**src/rtl/tmr_pkg.sv**
```systemverilog
package tmr_pkg;
  typedef enum logic [2:0] {
    A_CTRL = 3'd0,
    A_CNT  = 3'd1,
    A_CMPA = 3'd2,
    A_CMPB = 3'd3,
    A_CMPC = 3'd4,
    A_FLAG = 3'd5,
    A_MASK = 3'd6
  } reg_addr_e;

  localparam int NFLAG    = 3;
  localparam int FL_OVF   = 0;
  localparam int FL_CMA   = 1;
  localparam int FL_CMB   = 2;
  localparam int CTRL_CLR = 7;
endpackage

```
**src/rtl/tmr_prescale.sv**
```systemverilog
module tmr_prescale #(
  parameter int CSEL_W = 4
) (
  input  logic              clk_i,
  input  logic              rst_ni,
  input  logic [CSEL_W-1:0] csel_i,
  input  logic              restart_i,
  output logic              tick_o
);
  localparam int PS_W = (1 << CSEL_W) - 1;

  logic [PS_W-1:0] ps_q, mask;

  always_comb begin
    mask = '0;
    if (csel_i != '0) mask = (PS_W'(1) << (csel_i - CSEL_W'(1))) - PS_W'(1);
  end

  assign tick_o = (csel_i != '0) && ((ps_q & mask) == mask);

  always_ff @(posedge clk_i or negedge rst_ni) begin
    if (!rst_ni) ps_q <= '0;
    else if (restart_i || csel_i == '0) ps_q <= '0;
    else ps_q <= ps_q + PS_W'(1);
  end

  AST_STOP_NO_TICK: assert property (@(posedge clk_i) disable iff (!rst_ni)
    (csel_i == '0) |-> !tick_o);
endmodule

```
**src/rtl/tmr_count.sv**
```systemverilog
module tmr_count #(
  parameter int W = 8
) (
  input  logic         clk_i,
  input  logic         rst_ni,
  input  logic         tick_i,
  input  logic         clr_mode_i,
  input  logic [W-1:0] top_i,
  input  logic [W-1:0] cmp_a_i,
  input  logic [W-1:0] cmp_b_i,
  input  logic         load_i,
  input  logic [W-1:0] load_val_i,
  output logic [W-1:0] cnt_o,
  output logic         wrap_o,
  output logic         hit_a_o,
  output logic         hit_b_o
);
  logic [W-1:0] cnt_q, nxt;
  logic         step;

  assign step    = tick_i && !load_i;
  assign wrap_o  = step && ((clr_mode_i && cnt_q == top_i) || (&cnt_q));
  assign nxt     = wrap_o ? '0 : cnt_q + W'(1);
  assign hit_a_o = step && (nxt == cmp_a_i);
  assign hit_b_o = step && (nxt == cmp_b_i);
  assign cnt_o   = cnt_q;

  always_ff @(posedge clk_i or negedge rst_ni) begin
    if (!rst_ni) cnt_q <= '0;
    else if (load_i) cnt_q <= load_val_i;
    else if (tick_i) cnt_q <= nxt;
  end

  AST_IDLE_HOLD: assert property (@(posedge clk_i) disable iff (!rst_ni)
    (!tick_i && !load_i) |=> $stable(cnt_q));
  AST_CLR_AT_TOP: assert property (@(posedge clk_i) disable iff (!rst_ni)
    (tick_i && !load_i && clr_mode_i && cnt_q == top_i) |=> (cnt_q == '0));
  AST_LOAD_DIRECT: assert property (@(posedge clk_i) disable iff (!rst_ni)
    load_i |=> (cnt_q == $past(load_val_i)));
  AST_LOAD_NO_EVT: assert property (@(posedge clk_i) disable iff (!rst_ni)
    load_i |-> !(wrap_o || hit_a_o || hit_b_o));
endmodule

```
**src/rtl/tmr_flags.sv**
```systemverilog
module tmr_flags #(
  parameter int N = 3
) (
  input  logic         clk_i,
  input  logic         rst_ni,
  input  logic [N-1:0] set_i,
  input  logic [N-1:0] clr_i,
  input  logic [N-1:0] ack_i,
  input  logic [N-1:0] mask_i,
  input  logic         gie_i,
  output logic [N-1:0] flags_o,
  output logic [N-1:0] irq_o
);
  logic [N-1:0] flag_q;

  always_ff @(posedge clk_i or negedge rst_ni) begin
    if (!rst_ni) flag_q <= '0;
    else flag_q <= (flag_q & ~clr_i & ~ack_i) | set_i;
  end

  assign flags_o = flag_q;
  assign irq_o   = flag_q & mask_i & {N{gie_i}};

  for (genvar i = 0; i < N; i++) begin : g_chk
    AST_SET_STICKS: assert property (@(posedge clk_i) disable iff (!rst_ni)
      set_i[i] |=> flag_q[i]);
    AST_W1C: assert property (@(posedge clk_i) disable iff (!rst_ni)
      (clr_i[i] && !set_i[i]) |=> !flag_q[i]);
    AST_ACK_CLR: assert property (@(posedge clk_i) disable iff (!rst_ni)
      (ack_i[i] && !set_i[i]) |=> !flag_q[i]);
    AST_FLAG_HOLD: assert property (@(posedge clk_i) disable iff (!rst_ni)
      (!set_i[i] && !clr_i[i] && !ack_i[i]) |=> $stable(flag_q[i]));
  end
endmodule

```
**src/rtl/pre_timer.sv**
```systemverilog
module pre_timer #(
  parameter int CNT_W  = 8,
  parameter int CSEL_W = 4
) (
  input  logic                     clk_i,
  input  logic                     rst_ni,
  input  logic                     we_i,
  input  logic [2:0]               waddr_i,
  input  logic [CNT_W-1:0]         wdata_i,
  input  logic [2:0]               raddr_i,
  output logic [CNT_W-1:0]         rdata_o,
  input  logic                     gie_i,
  input  logic [tmr_pkg::NFLAG-1:0] irq_ack_i,
  output logic [tmr_pkg::NFLAG-1:0] irq_o
);
  import tmr_pkg::*;

  logic [CSEL_W-1:0] csel_q;
  logic              clr_mode_q;
  logic [CNT_W-1:0]  cmp_a_q, cmp_b_q, cmp_c_q, cnt;
  logic [NFLAG-1:0]  mask_q, flags, set_ev, w1c;
  logic              tick, load, wrap, hit_a, hit_b;
  logic [CNT_W-1:0]  ctrl_rd;

  assign load = we_i && (waddr_i == A_CNT);
  assign w1c  = (we_i && waddr_i == A_FLAG) ? wdata_i[NFLAG-1:0] : '0;

  always_ff @(posedge clk_i or negedge rst_ni) begin
    if (!rst_ni) begin
      csel_q     <= '0;
      clr_mode_q <= 1'b0;
      cmp_a_q    <= '0;
      cmp_b_q    <= '0;
      cmp_c_q    <= '0;
      mask_q     <= '0;
    end else if (we_i) begin
      case (waddr_i)
        A_CTRL: begin
          csel_q     <= wdata_i[CSEL_W-1:0];
          clr_mode_q <= wdata_i[CTRL_CLR];
        end
        A_CMPA: cmp_a_q <= wdata_i;
        A_CMPB: cmp_b_q <= wdata_i;
        A_CMPC: cmp_c_q <= wdata_i;
        A_MASK: mask_q  <= wdata_i[NFLAG-1:0];
        default: ;
      endcase
    end
  end

  tmr_prescale #(.CSEL_W(CSEL_W)) u_ps (
    .clk_i, .rst_ni, .csel_i(csel_q), .restart_i(load), .tick_o(tick)
  );

  tmr_count #(.W(CNT_W)) u_cnt (
    .clk_i, .rst_ni, .tick_i(tick), .clr_mode_i(clr_mode_q), .top_i(cmp_c_q),
    .cmp_a_i(cmp_a_q), .cmp_b_i(cmp_b_q), .load_i(load), .load_val_i(wdata_i),
    .cnt_o(cnt), .wrap_o(wrap), .hit_a_o(hit_a), .hit_b_o(hit_b)
  );

  always_comb begin
    set_ev         = '0;
    set_ev[FL_OVF] = wrap;
    set_ev[FL_CMA] = hit_a;
    set_ev[FL_CMB] = hit_b;
  end

  tmr_flags #(.N(NFLAG)) u_flg (
    .clk_i, .rst_ni, .set_i(set_ev), .clr_i(w1c), .ack_i(irq_ack_i),
    .mask_i(mask_q), .gie_i, .flags_o(flags), .irq_o
  );

  always_comb begin
    ctrl_rd                 = '0;
    ctrl_rd[CSEL_W-1:0]     = csel_q;
    ctrl_rd[CTRL_CLR]       = clr_mode_q;
  end

  always_comb begin
    case (raddr_i)
      A_CTRL:  rdata_o = ctrl_rd;
      A_CNT:   rdata_o = cnt;
      A_CMPA:  rdata_o = cmp_a_q;
      A_CMPB:  rdata_o = cmp_b_q;
      A_CMPC:  rdata_o = cmp_c_q;
      A_FLAG:  rdata_o = CNT_W'(flags);
      A_MASK:  rdata_o = CNT_W'(mask_q);
      default: rdata_o = '0;
    endcase
  end

  AST_STOPPED: assert property (@(posedge clk_i) disable iff (!rst_ni)
    (csel_q == '0 && !load) |=> $stable(cnt));
  AST_IRQ_GATED: assert property (@(posedge clk_i) disable iff (!rst_ni)
    !gie_i |-> (irq_o == '0));
  AST_OVF_ON_WRAP: assert property (@(posedge clk_i) disable iff (!rst_ni)
    (tick && !load && clr_mode_q && cnt == cmp_c_q) |=> flags[FL_OVF]);
endmodule

```
**config.mk**
```make
export PLATFORM = sky130hd
export DESIGN_NAME = pre_timer
export DESIGN_NICKNAME = d
export VERILOG_FILES = /design/src/rtl/tmr_pkg.sv /design/src/rtl/tmr_prescale.sv /design/src/rtl/tmr_count.sv /design/src/rtl/tmr_flags.sv /design/src/rtl/pre_timer.sv
export SDC_FILE = /design/constraint.sdc
export NUM_CORES = 1
export LEC_CHECK = 0
export BUFFER_PORTS_ARGS = -buffer_cell sky130_fd_sc_hd__buf_2
export CORE_MARGIN = 2
export CORE_UTILIZATION = 45
export DETAILED_ROUTE_END_ITERATION = 12
export GPL_TIMING_DRIVEN = 0
export HOLD_SLACK_MARGIN = 0.05
export PLACE_DENSITY = 0.64
export SETUP_SLACK_MARGIN = 0.1
export SKIP_CTS_REPAIR_TIMING = 1
export SYNTH_ARGS = -nofsm -noshare
export SYNTH_HDL_FRONTEND = slang
export SYNTH_SLANG_ARGS = --single-unit
```
**constraint.sdc**
```tcl
create_clock -name clk_i -period 3.44 [get_ports clk_i]
set_input_delay 0.344 -clock clk_i [delete_from_list [all_inputs] [get_ports clk_i]]
set_output_delay 0.344 -clock clk_i [all_outputs]
set_load 0.1 [all_outputs]
```
Word level (Yosys, flattened, before mapping) --
Cells that the tools add are included.
Operators by class: bitwise logic cells 8, shift operators 1, reduce and logical (&&, ||, !) cells 22, mux-type cells 7, add/sub/neg operators 4, equal/unequal tests 16
Operators by type and width (count):
- 8-bit case mux with 7 select lines | 1
- 15-bit two-way mux | 2
- 8-bit == test | 3
- 8-bit two-way mux | 3
- 3-bit == test (second input constant) | 6
- 15-bit by 1-bit adder with 15-bit output (second input constant) | 1
- 15-bit bitwise AND | 1
- 15-bit == test | 1
- 1-bit by 4-bit left shift with 15-bit output (first input constant) | 1
- 15-bit by 2-bit subtractor with 15-bit output (second input constant) | 1
- 3-bit bitwise AND | 4
- 3-bit by 2-bit == test with 1-bit output (second input constant) | 4
- 2-bit AND reduction | 5
- 8-bit by 1-bit adder with 8-bit output (second input constant) | 1
- 1-bit logical AND | 8
- 8-bit AND reduction | 1
- 3-bit by 1-bit == test with 1-bit output (second input constant) | 2
- 3-bit logical NOT | 2
- 3-bit NOT | 2
- 4-bit logical NOT | 1
- 4-bit nonzero test | 1
- 4-bit by 1-bit subtractor with 4-bit output (second input constant) | 1
- 3-bit two-way mux | 1
- 3-bit bitwise OR | 1
- 3 further kinds | 4
Storage, ports and cells: input bits 21, flip-flop bits (word level) 58, word-level logic and storage cells 67, output and inout bits 11

Depth between registers and ports, before layout --
Gate-level depths: netlist (run 1).
word-level depth 13, gate-level depth with buffers 14, gate-level depth less buffers 11

Hierarchy --
From an unflattened synthesis (run 1), not the netlist that was laid out.
Unflattened totals: cell total of the unflattened synthesis 417, area total of the unflattened synthesis 4012.6 sq um
Modules (own cells, without submodules):
- pre_timer | cells an instance 126, area each 1644.1 sq um, sequential area each 800.8 sq um, instances 1
- tmr_prescale | cells an instance 141, area each 1171.1 sq um, sequential area each 375.4 sq um, instances 1
- tmr_count | cells an instance 138, area each 1069.8 sq um, sequential area each 200.2 sq um, instances 1
- tmr_flags | cells an instance 12, area each 127.6 sq um, sequential area each 75.1 sq um, instances 1

Least setup slack after synthesis (run 1) --
OpenSTA, ideal clock, no wires.
kind input to output, from in raddr_i[0], to out rdata_o[4], slack -339 ps, required time 3096 ps, stages 5, path buffers 2, arrival time 3435 ps, cell sequence clkbuf_1 -> buf_1 -> nor2b_1 -> a22oi_1 -> o21ai_0
Between the ends: word-level cells in the longest chain between the ends 2, elaborated cells on any way between the ends 8, classes of those cells 6 x eq/ne; 1 x mux; 1 x reduce/logical
RTL lines:
- start: declaration | line pre_timer.sv:10 | input logic [2:0] raddr_i,
- 3-bit == test (tied with other cells) | line pre_timer.sv:80 | case (raddr_i)
- 8-bit case mux with 7 select lines * | line pre_timer.sv:80
- end: declaration | line pre_timer.sv:11 | output logic [CNT_W-1:0] rdata_o,
Mark *: on every way between the ends. The rest lies on a longest branch, timed or not.

Final worst setup path (run 1) --
from reg csel_q[3], to reg u_flg.flag_q[1] (netlist: u_flg.flags_o[1])
Between the ends: word-level cells in the longest chain between the ends 13, elaborated cells on any way between the ends 14, classes of those cells 2 x add/sub; 2 x eq/ne; 1 x shift; 2 x mux; 2 x bitwise; 5 x reduce/logical
RTL lines:
- start: declaration | line pre_timer.sv:18 | logic [CSEL_W-1:0] csel_q;
- start signal: assignment | line pre_timer.sv:39 | csel_q <= wdata_i[CSEL_W-1:0];
- 4-bit by 1-bit subtractor with 4-bit output | line tmr_prescale.sv:16 | if (csel_i != '0) mask = (PS_W'(1) << (csel_i - CSEL_W'(1))) - PS_W'(1);
- 1-bit by 4-bit left shift with 15-bit output | line tmr_prescale.sv:16
- 15-bit by 2-bit subtractor with 15-bit output | line tmr_prescale.sv:16
- 15-bit two-way mux | line tmr_prescale.sv:16
- 15-bit bitwise AND | line tmr_prescale.sv:19 | assign tick_o = (csel_i != '0) && ((ps_q & mask) == mask);
- 15-bit == test | line tmr_prescale.sv:19
- 1-bit logical AND * | line tmr_prescale.sv:19
- 1-bit logical AND * | line tmr_count.sv:21 | assign step = tick_i && !load_i;
- 1-bit logical AND | line tmr_count.sv:22 | assign wrap_o = step && ((clr_mode_i && cnt_q == top_i) || (&cnt_q));
- 8-bit two-way mux | line tmr_count.sv:23 | assign nxt = wrap_o ? '0 : cnt_q + W'(1);
- 8-bit == test | line tmr_count.sv:24 | assign hit_a_o = step && (nxt == cmp_a_i);
- 1-bit logical AND * | line tmr_count.sv:24
- 3-bit bitwise OR * | line tmr_flags.sv:18 | else flag_q <= (flag_q & ~clr_i & ~ack_i) | set_i;
- end signal: assignment | line tmr_flags.sv:18
- end: declaration | line tmr_flags.sv:14 | logic [N-1:0] flag_q;
Marked as above. A chain may end at the register's enable or synchronous reset.

==> results.md, run 1 <==
- Final instance area: 0.00431 mm2
- Slowest-stage cell, CP: or4_1
- Seq/Total Area, Yosys: 38.5%
- Clock root buffer: clkbuf_8
- Clock Tree Buf Depth: 2
- Critical-path cell list: buf_2 > nor4b_4 > inv_1 > ha_2 > or3b_1 > o32ai_1 > a211oi_2 > o2111ai_1 > or4_1 > buf_4 > o21a_1 > a311oi_2 > o31ai_1
- Synthesized area: 0.00377 mm2
- Critical path peak fanout: 10
- Place WS: 0.0680 ns
- Relative slew margins: 30.4%
- Routed vias: 3284
- EDFF count, synth: 0
- I/O pins: 32
- Final Hold Fails: 0
- Ant diodes: 0
- Layout area overhead: 14.3%
- Data required, critical path: 3.67 ns
- Critical Path End: u_flg.flags_o[1]
- Finish-stage setup viols: 0
- Setup TNS Final: 0 ns
- Netlist cell types: 57
- CP startpoint kind: register
- Syn Inst Count: 410
- Slew Limit Fails: 0
- Vias in the first global route: 3154
- Global-route wire length before repair: 16300 um
- TritonCTS clock tree: built
- PwrDens: 592 mW/mm2
- Worst setup path startpoint: csel_q[3]
- DR pass1 iterations: 6
- Core Area: 0.00818 mm2
- Global placer's final weighted congestion: 0.966
- Synthesized flop and latch total: 58
- Peak VDD IR: 280 uV
- Worst Clk Skew: 0.0118 ns
- Worst-skew pair later-pin latency: 0.35 ns
- Crit path capture type: register
- Async SR Flop Fraction: 100%
- Starting Density: 46.1%
- I/O Buffers: 28
- Crit path DAT: 3.38 ns
- Minimum clock period: 3.15 ns
- Fmax: 0.317 GHz
- Die Y: 95.5 um
- Detail Route Antenna Nets: 0
- Layout Nets: 474
- Synth area leaders: dfrtp_1 38%, mux2_2 11%, xnor2_1 5.1%, nor2_1 4.3%, nand2_1 3.5%
- Critical Path Max Stage Delay: 0.55 ns
- R2r setup slk: 0.29 ns
- H-Tree Depth: 3
- Top FF cell, synth: dfrtp_1
- Min-Delay Path Class: input port to asynchronous set/reset pin
- CP Class: register to register
- Synthesized net count: 434
- Drt via density: 5.87
- Avg WL per Cell: 18.5 um
- Synth top area share: 38.5%
- Std cell rows: 33
- Hpwl dp: 7440 um
- Reg2reg start: csel_q[3]
- Initial antenna violation count: 0
- Die width: 95.5 um
- Reg2reg end: u_flg.flags_o[1]
- Placement Cell Area: 0.00405 mm2
- CTS clk-pin slew, worst paths: 0.07 ns
- Share of cells above drive strength 1: 24.0%
- DRC: 0
- DRT iter0 DRCs: 235
- Post-route clock period utilization: 91.6%
- CTS buffer count: 9
- Synthesized area per cell: 9.20 um2
- TritonCTS Sinks: 58
- R2R cell count: 13
- Overflow after GRT: 0
- Syn. warnings: 0
- Fill count: 785
- Status: finished clean
- RSZ-0062 raised after global routing: true
- Largest area contributor in the netlist: dfrtp_1
- Largest net degree at the start of global routing: 59
- LEAKAGE: 1.75 nW
- Worst slew pin tran: 1.04 ns
- Full die area: 0.00913 mm2
- Max Cap Viol: 0
- Total GRT Usage: 24.3%
- PnR worst setup slack: 0.288 ns
- Final wirelength: 10400 um
-- synth_stat cells (4+ instances only) --
library cell	count
nand3b_1	6
a21oi_1	22
xnor2_1	22
nor2_1	43
clkbuf_1	15
buf_2	5
mux4_2	4
and3_1	6
xor2_1	9
inv_1	11
nand3_1	17
o21ai_0	15
nand2_1	35
nor3_1	11
o21ai_1	10
o21a_1	4
mux2_2	36
a22oi_1	4
dfrtp_1	58
nor2b_1	6
nand2b_1	4
-- sequential cells by signal (all words and copies together) (netlist names) --
signal and cells:
u_ps.ps_q 15, cmp_a_q 8, cmp_b_q 8, cmp_c_q 8
u_cnt.cnt_o 8, csel_q 4, mask_q 3, u_flg.flags_o 3
clr_mode_q 1
-- kinds of logic after synthesis --
kind of cell    after synthesis  share of synthesized area (%)
xor+xnor                     31                           7.20
mux                          43                           13.9
compound gates               84                           14.2
flops                        58                           38.5
buf+inv                      34                           3.75
simple gates                157                           21.4
fa+ha+maj                     3                          0.995
-- worst min-delay path by stage --
stage,endpoint,slack [ns],cells past startpoint
floorplan,clr_mode_q,0.05,0
global placement,u_ps.ps_q[0],0.52,1
detailed placement,mask_q[0],0.52,1
CTS,u_cnt.cnt_o[4],0.24,3
global route,mask_q[1],0.11,1
finish,mask_q[0],0.03,1
-- cells in the final DEF (no fill, tap or decap), types with 11 or more instances in the layout --
cell type,instances
nor2_1,42
nand3_1,17
dfrtp_1,57
o21ai_1,14
nand2_1,35
buf_2,32
a21oi_1,22
clkbuf_1,15
o21ai_0,11
xnor2_1,22
clkbuf_8,12
mux2_2,36
-- layout make-up --
type | instances | area, um2 | area share, %
tap | 105 | 131 | 3.05
clock buffer | 13 | 169 | 3.92
sequential | 58 | 1450 | 33.7
clock inverter | 2 | 35.0 | 0.813
multi-input combinational | 318 | 2230 | 51.7
timing repair buffer | 29 | 150 | 3.48
inverter | 11 | 41.3 | 0.958
buffer | 23 | 104 | 2.41
-- where the power goes --
part | total [mW] | internal, mW | switching [mW]
logic | 0.927 | 0.385 | 0.542
clock network | 0.668 | 0.389 | 0.279
registers | 0.954 | 0.810 | 0.144
total | 2.55 | 1.58 | 0.965
-- stage by stage --
stage / power [mW] / hold slack (ns) / util, % / cells
after floorplan: 1.65 / 0.0484 / - / 410
after global placement: 1.85 / 0.518 / 49.4 / 543
after detailed placement: 1.87 / 0.519 / 49.6 / 543
after CTS: 2.54 / 0.244 / 52.1 / 558
after global routing: 2.69 / 0.111 / 52.7 / 559
final: 2.55 / 0.0334 / 52.7 / 559
-- layer usage --
metal,vias to the layer above,wire [um],global-route usage [%]
li1,1551,-,-
met1,1611,4760,34.0
met2,98,4810,38.2
met3,24,552,4.43
met4,0,244,7.62
met5,-,0,0
-- critical path: cells and delay by family (launching register included) --
family	cells	cell delay, ns
and+or+nand+nor	3	1.04
AOI/OAI and AO/OA	6	0.94
buffers and inverters	3	0.46
DFF	1	0.36
adders and majority gates	1	0.24
No activity file was read; power rests on OpenSTA's default activity.
==> run 2: changes to the inputs <==
==> constraint.sdc (replaced) <==
create_clock -name clk_i -period 4 [get_ports clk_i]
set_input_delay 0.4 -clock clk_i [delete_from_list [all_inputs] [get_ports clk_i]]
set_output_delay 0.4 -clock clk_i [all_outputs]
set_load 0.1 [all_outputs]
==> results.md, run 2 (same netlist as run 1, synthesis figures left out) <==
- CTS buffer count: 9
- Top reg by flops: u_ps.ps_q
- Global-route met1 utilization: 34.9%
- CP startpoint kind: register
- Worst slew pin tran: 0.987 ns
- Post-route clock period utilization: 86.0%
- Crit path DAT: 3.71 ns
- PwrDens: 518 mW/mm2
- Total GRT Usage: 24.0%
- Min-Delay Path Class: input port to asynchronous set/reset pin
- R2R cell count: 14
- I/O pins: 32
- Layout area overhead: 13.3%
- Drt via density: 5.97
- CTS clk-pin slew, worst paths: 0.07 ns
- Slowest-stage cell, CP: or4_1
- Commonest non-fill, non-tap cell in the layout: dfrtp_1
- Min Hold Slack: 0.115 ns
- Share of cells above drive strength 1: 21.8%
- Peak VDD IR: 232 uV
- CP Class: register to register
- Clock root buffer: clkbuf_8
- Status: finished clean
- Fill count: 775
- Die width: 95.5 um
- Detail Route Antenna Nets: 0
- Max FFs per register: 15
- Setup TNS Final: 0 ns
- Overflow after GRT: 0
- TritonCTS Sinks: 58
- Worst-skew pair later-pin latency: 0.34 ns
- Die Y: 95.5 um
- I/O Buffers: 28
- Routed vias: 3339
- Worst Clk Skew: 0.0132 ns
- Global-route wire length before repair: 16400 um
- Final wirelength: 10100 um
- Critical-path cell list: buf_6 > nor4b_4 > inv_1 > ha_1 > inv_1 > nor4_1 > nor4_1 > o2111ai_1 > or4_1 > buf_2 > clkbuf_1 > nor3_1 > a21oi_1 > o21ai_1
- Global placer's final weighted congestion: 0.974
- Starting Density: 46.1%
- Relative slew margins: 33.9%
- Initial antenna violation count: 0
- Std cell rows: 33
- Minimum clock period: 3.44 ns
- Crit path capture type: register
- Avg WL per Cell: 18.1 um
- Critical Path Max Stage Delay: 0.55 ns
- Vias in the first global route: 3130
- Clock Tree Buf Depth: 2
- DRC: 0
- Layout Nets: 473
- Gr busiest metal: met1
- H-Tree Depth: 3
- Max Cap Viol: 0
- RSZ-0062 raised after global routing: false
- Met2 GRT Util: 34.7%
- TritonCTS clock tree: built
- DRT iter0 DRCs: 202
- LEAKAGE: 1.74 nW
- Data required, critical path: 4.26 ns
- Fmax: 0.291 GHz
- Critical path peak fanout: 10
- Largest net degree at the start of global routing: 59
- Full die area: 0.00913 mm2
- Core Area: 0.00818 mm2
- Finish-stage setup viols: 0
- Final Hold Fails: 0
- Hpwl dp: 7250 um
- Ant diodes: 0
- M3 GR Usage: 5.06%
- Slew Limit Fails: 0
- Most frequent cells in the layout: 58 x dfrtp_1, 43 x nor2_1, 36 x mux2_2, 35 x nand2_1, 32 x buf_2
- DR pass1 iterations: 5
==> run 2: metrics by stage <==
step	setup WS [ns]	instance area, um2	power, mW	util, %	std cells
finish	0.558	4270	2.21	52.3	559
global route	0.311	4270	2.34	52.3	559
CTS	0.588	4270	2.22	52.2	559
detailed placement	0.596	4050	1.60	49.6	543
global placement	0.547	4040	1.59	49.4	543
floorplan	0.109	3770	1.41	-	410
==> run 2: path summary, 6_finish.rpt <==
path	from	endpoint	slack, ns
max	csel_q[2]	u_cnt.cnt_o[1]	0.56
min	rst_ni	mask_q[1]	0.11
max reg2reg	csel_q[2]	u_cnt.cnt_o[1]	0.56
min reg2reg	u_ps.ps_q[0]	u_ps.ps_q[0]	0.54
max in group asynchronous	rst_ni	cmp_a_q[7]	3.39
min in group clk_i	wdata_i[4]	u_cnt.cnt_o[4]	0.32
==> run 2: routing by layer <==
metal  vias to the layer above  wire, um  share of wire [%]
met5                         -         0                  0
met4                         0       301                3.0
met3                        28       629                6.2
met2                       124      4480                 44
met1                      1630      4700                 46
li1                       1557         -                  -
==> run 2: critical path: cells and delay by family (launching register included) <==
kind / cells / cell delay [ns]
buffers and inverters: 5 / 0.91
AND/OR/NAND/NOR: 5 / 1.38
AO/OA/AOI/OAI: 3 / 0.31
adder cells (fa/ha/maj): 1 / 0.30
flip-flops: 1 / 0.46
==> run 2: cell type report <==
type / count / area, um2 / area share, %
Tap cell: 105 / 131 / 3.07
Sequential cell: 58 / 1450 / 34.0
Clock buffer: 11 / 141 / 3.31
Clock inverter: 5 / 77.6 / 1.81
Timing Repair Buffer: 28 / 143 / 3.34
Multi-Input combinational cell: 318 / 2190 / 51.2
Buffer: 23 / 100 / 2.34
Inverter: 11 / 41.3 / 0.966
==> run 2: report_power, final <==
group	switching (mW)	internal, mW	leakage [nW]
clock	0.246	0.366	0.109
combinational	0.456	0.323	0.907
sequential	0.127	0.696	0.726
total	0.829	1.38	1.74
==> run 3: changes to the inputs <==
--- a/config.mk
+++ b/config.mk
@@ -12,6 +12,7 @@
 export GPL_TIMING_DRIVEN = 0
 export HOLD_SLACK_MARGIN = 0.05
 export PLACE_DENSITY = 0.64
+export RECOVER_POWER = 50
 export SETUP_SLACK_MARGIN = 0.1
 export SKIP_CTS_REPAIR_TIMING = 1
 export SYNTH_ARGS = -nofsm -noshare
==> results.md, run 3 (same netlist as run 1, synthesis figures left out) <==
- Drt via density: 5.97
- I/O pins: 32
- Share of cells above drive strength 1: 21.6%
- TritonCTS clock tree: built
- PwrDens: 518 mW/mm2
- Detail Route Antenna Nets: 0
- Slowest-stage cell, CP: or4_1
- Crit path DAT: 3.71 ns
- Final Hold Fails: 0
- Top sig layer: met4
- Max Cap Viol: 1
- Die width: 95.5 um
- Commonest non-fill, non-tap cell in the layout: dfrtp_1
- Worst-skew pair later-pin latency: 0.34 ns
- Critical path peak fanout: 10
- Register area: 0.00145 mm2
- Most frequent cells in the layout: 58 x dfrtp_1, 43 x nor2_1, 36 x mux2_2, 35 x nand2_1, 32 x buf_2
- DRC: 0
- Data required, critical path: 4.26 ns
- Layout Nets: 473
- Worst path top cell family by delay: simple AND/OR/NAND/NOR gates
- Placement Cell Area: 0.00405 mm2
- LEAKAGE: 1.74 nW
- Ant diodes: 0
- Layout area overhead: 13.2%
- RSZ-0062 raised after global routing: false
- Min Hold Slack: 0.315 ns
- Failing checks: capacitance limit, slew limit
- Worst slew pin tran: 3.12 ns
- Critical Path Max Stage Delay: 0.55 ns
- Fmax: 0.291 GHz
- Total GRT Usage: 24.0%
- Max FFs per register: 15
- Critical-path cell list: buf_6 > nor4b_4 > inv_1 > ha_1 > inv_1 > nor4_1 > nor4_1 > o2111ai_1 > or4_1 > buf_2 > clkbuf_1 > nor3_1 > a21oi_1 > o21ai_1
- Die Y: 95.5 um
- TritonCTS Sinks: 58
- Overflow after GRT: 0
- Avg WL per Cell: 18.1 um
- Routed wl met2: 4480 um
- Clock root buffer: clkbuf_8
- Global-route wire length before repair: 16400 um
- Core Area: 0.00818 mm2
- DRT iter0 DRCs: 202
- Final wirelength: 10100 um
- Status: finished with violations
- Hpwl dp: 7250 um
- Starting Density: 46.1%
- Met3 routed WL: 628 um
- Relative slew margins: -108%
- CTS buffer count: 9
- Area of the multi-input gates: 0.00219 mm2
- Fill count: 774
- H-Tree Depth: 3
- Post-route clock period utilization: 86.0%
- Minimum clock period: 3.44 ns
- DR pass1 iterations: 5
- CTS clk-pin slew, worst paths: 0.07 ns
- Min-Delay Path Class: input port to register
- Buf/Inv on CP: 5
- Global placer's final weighted congestion: 0.974
- CP Class: register to register
- I/O Buffers: 28
- Full die area: 0.00913 mm2
- Routed vias: 3340
- Std cell rows: 33
- Clock Tree Buf Depth: 2
- Crit path capture type: register
- CP startpoint kind: register
- Initial antenna violation count: 0
- Final instance area: 0.00427 mm2
- Top reg by flops: u_ps.ps_q
- Finish-stage setup viols: 0
- Slew Limit Fails: 59
- Worst Clk Skew: 0.0132 ns
- Largest net degree at the start of global routing: 59
- Utilization after layout: 52.2%
- Vias in the first global route: 3130
- Peak VDD IR: 232 uV
- Setup TNS Final: 0 ns
- M1 wire length: 4700 um
## run 3: changes by cell type in the layout (fill, tap and decap cells not counted)
cell,delta
buf_4,-1
clkbuf_1,+1
## run 3: worst paths after layout
kind	startpoint	end	cells past startpoint	slack, ns
hold reg to reg	u_ps.ps_q[0]	u_ps.ps_q[0]	1	0.54
setup / recovery	csel_q[2]	u_cnt.cnt_o[1]	14	0.56
max in group asynchronous	rst_ni	cmp_a_q[7]	1	1.15
setup reg to reg	csel_q[2]	u_cnt.cnt_o[1]	14	0.56
hold / removal	wdata_i[4]	u_cnt.cnt_o[4]	3	0.32
min in group asynchronous	rst_ni	mask_q[2]	1	1.08
## run 3: through the flow
stage	std cells	power (mW)	setup slack, ns
2_1_floorplan	410	1.41	0.109
6_report	559	2.21	0.558
5_1_grt	559	2.34	0.311
4_1_cts	559	2.22	0.588
3_3_place_gp	543	1.59	0.547
3_5_place_dp	543	1.60	0.596
## run 3: area by class of cell
class	instances	share of cell area (%)
Buffer	23	2.34
Clock buffer	11	3.31
Clock inverter	5	1.82
Inverter	11	0.967
Multi-Input combinational cell	318	51.2
Sequential cell	58	34.0
Tap cell	105	3.08
Timing Repair Buffer	28	3.25
## run 3: per-layer routing
| metal | GRT usage (%) | vias to the layer above |
|---|---|---|
| li1 | - | 1557 |
| met1 | 34.9 | 1631 |
| met2 | 34.7 | 124 |
| met3 | 5.06 | 28 |
| met4 | 9.29 | 0 |
| met5 | 0 | - |
## run 3: power by group
| group | switching (mW) | total [mW] | internal (mW) |
|---|---|---|---|
| registers | 0.127 | 0.823 | 0.696 |
| logic | 0.456 | 0.779 | 0.323 |
| clock network | 0.246 | 0.611 | 0.366 |
| total | 0.829 | 2.21 | 1.38 |
## run 3: tightest hold or removal path, stage by stage
cell,delay (ns)
buf_2,0.11
nand2_1,0.05
o21ai_1,0.06
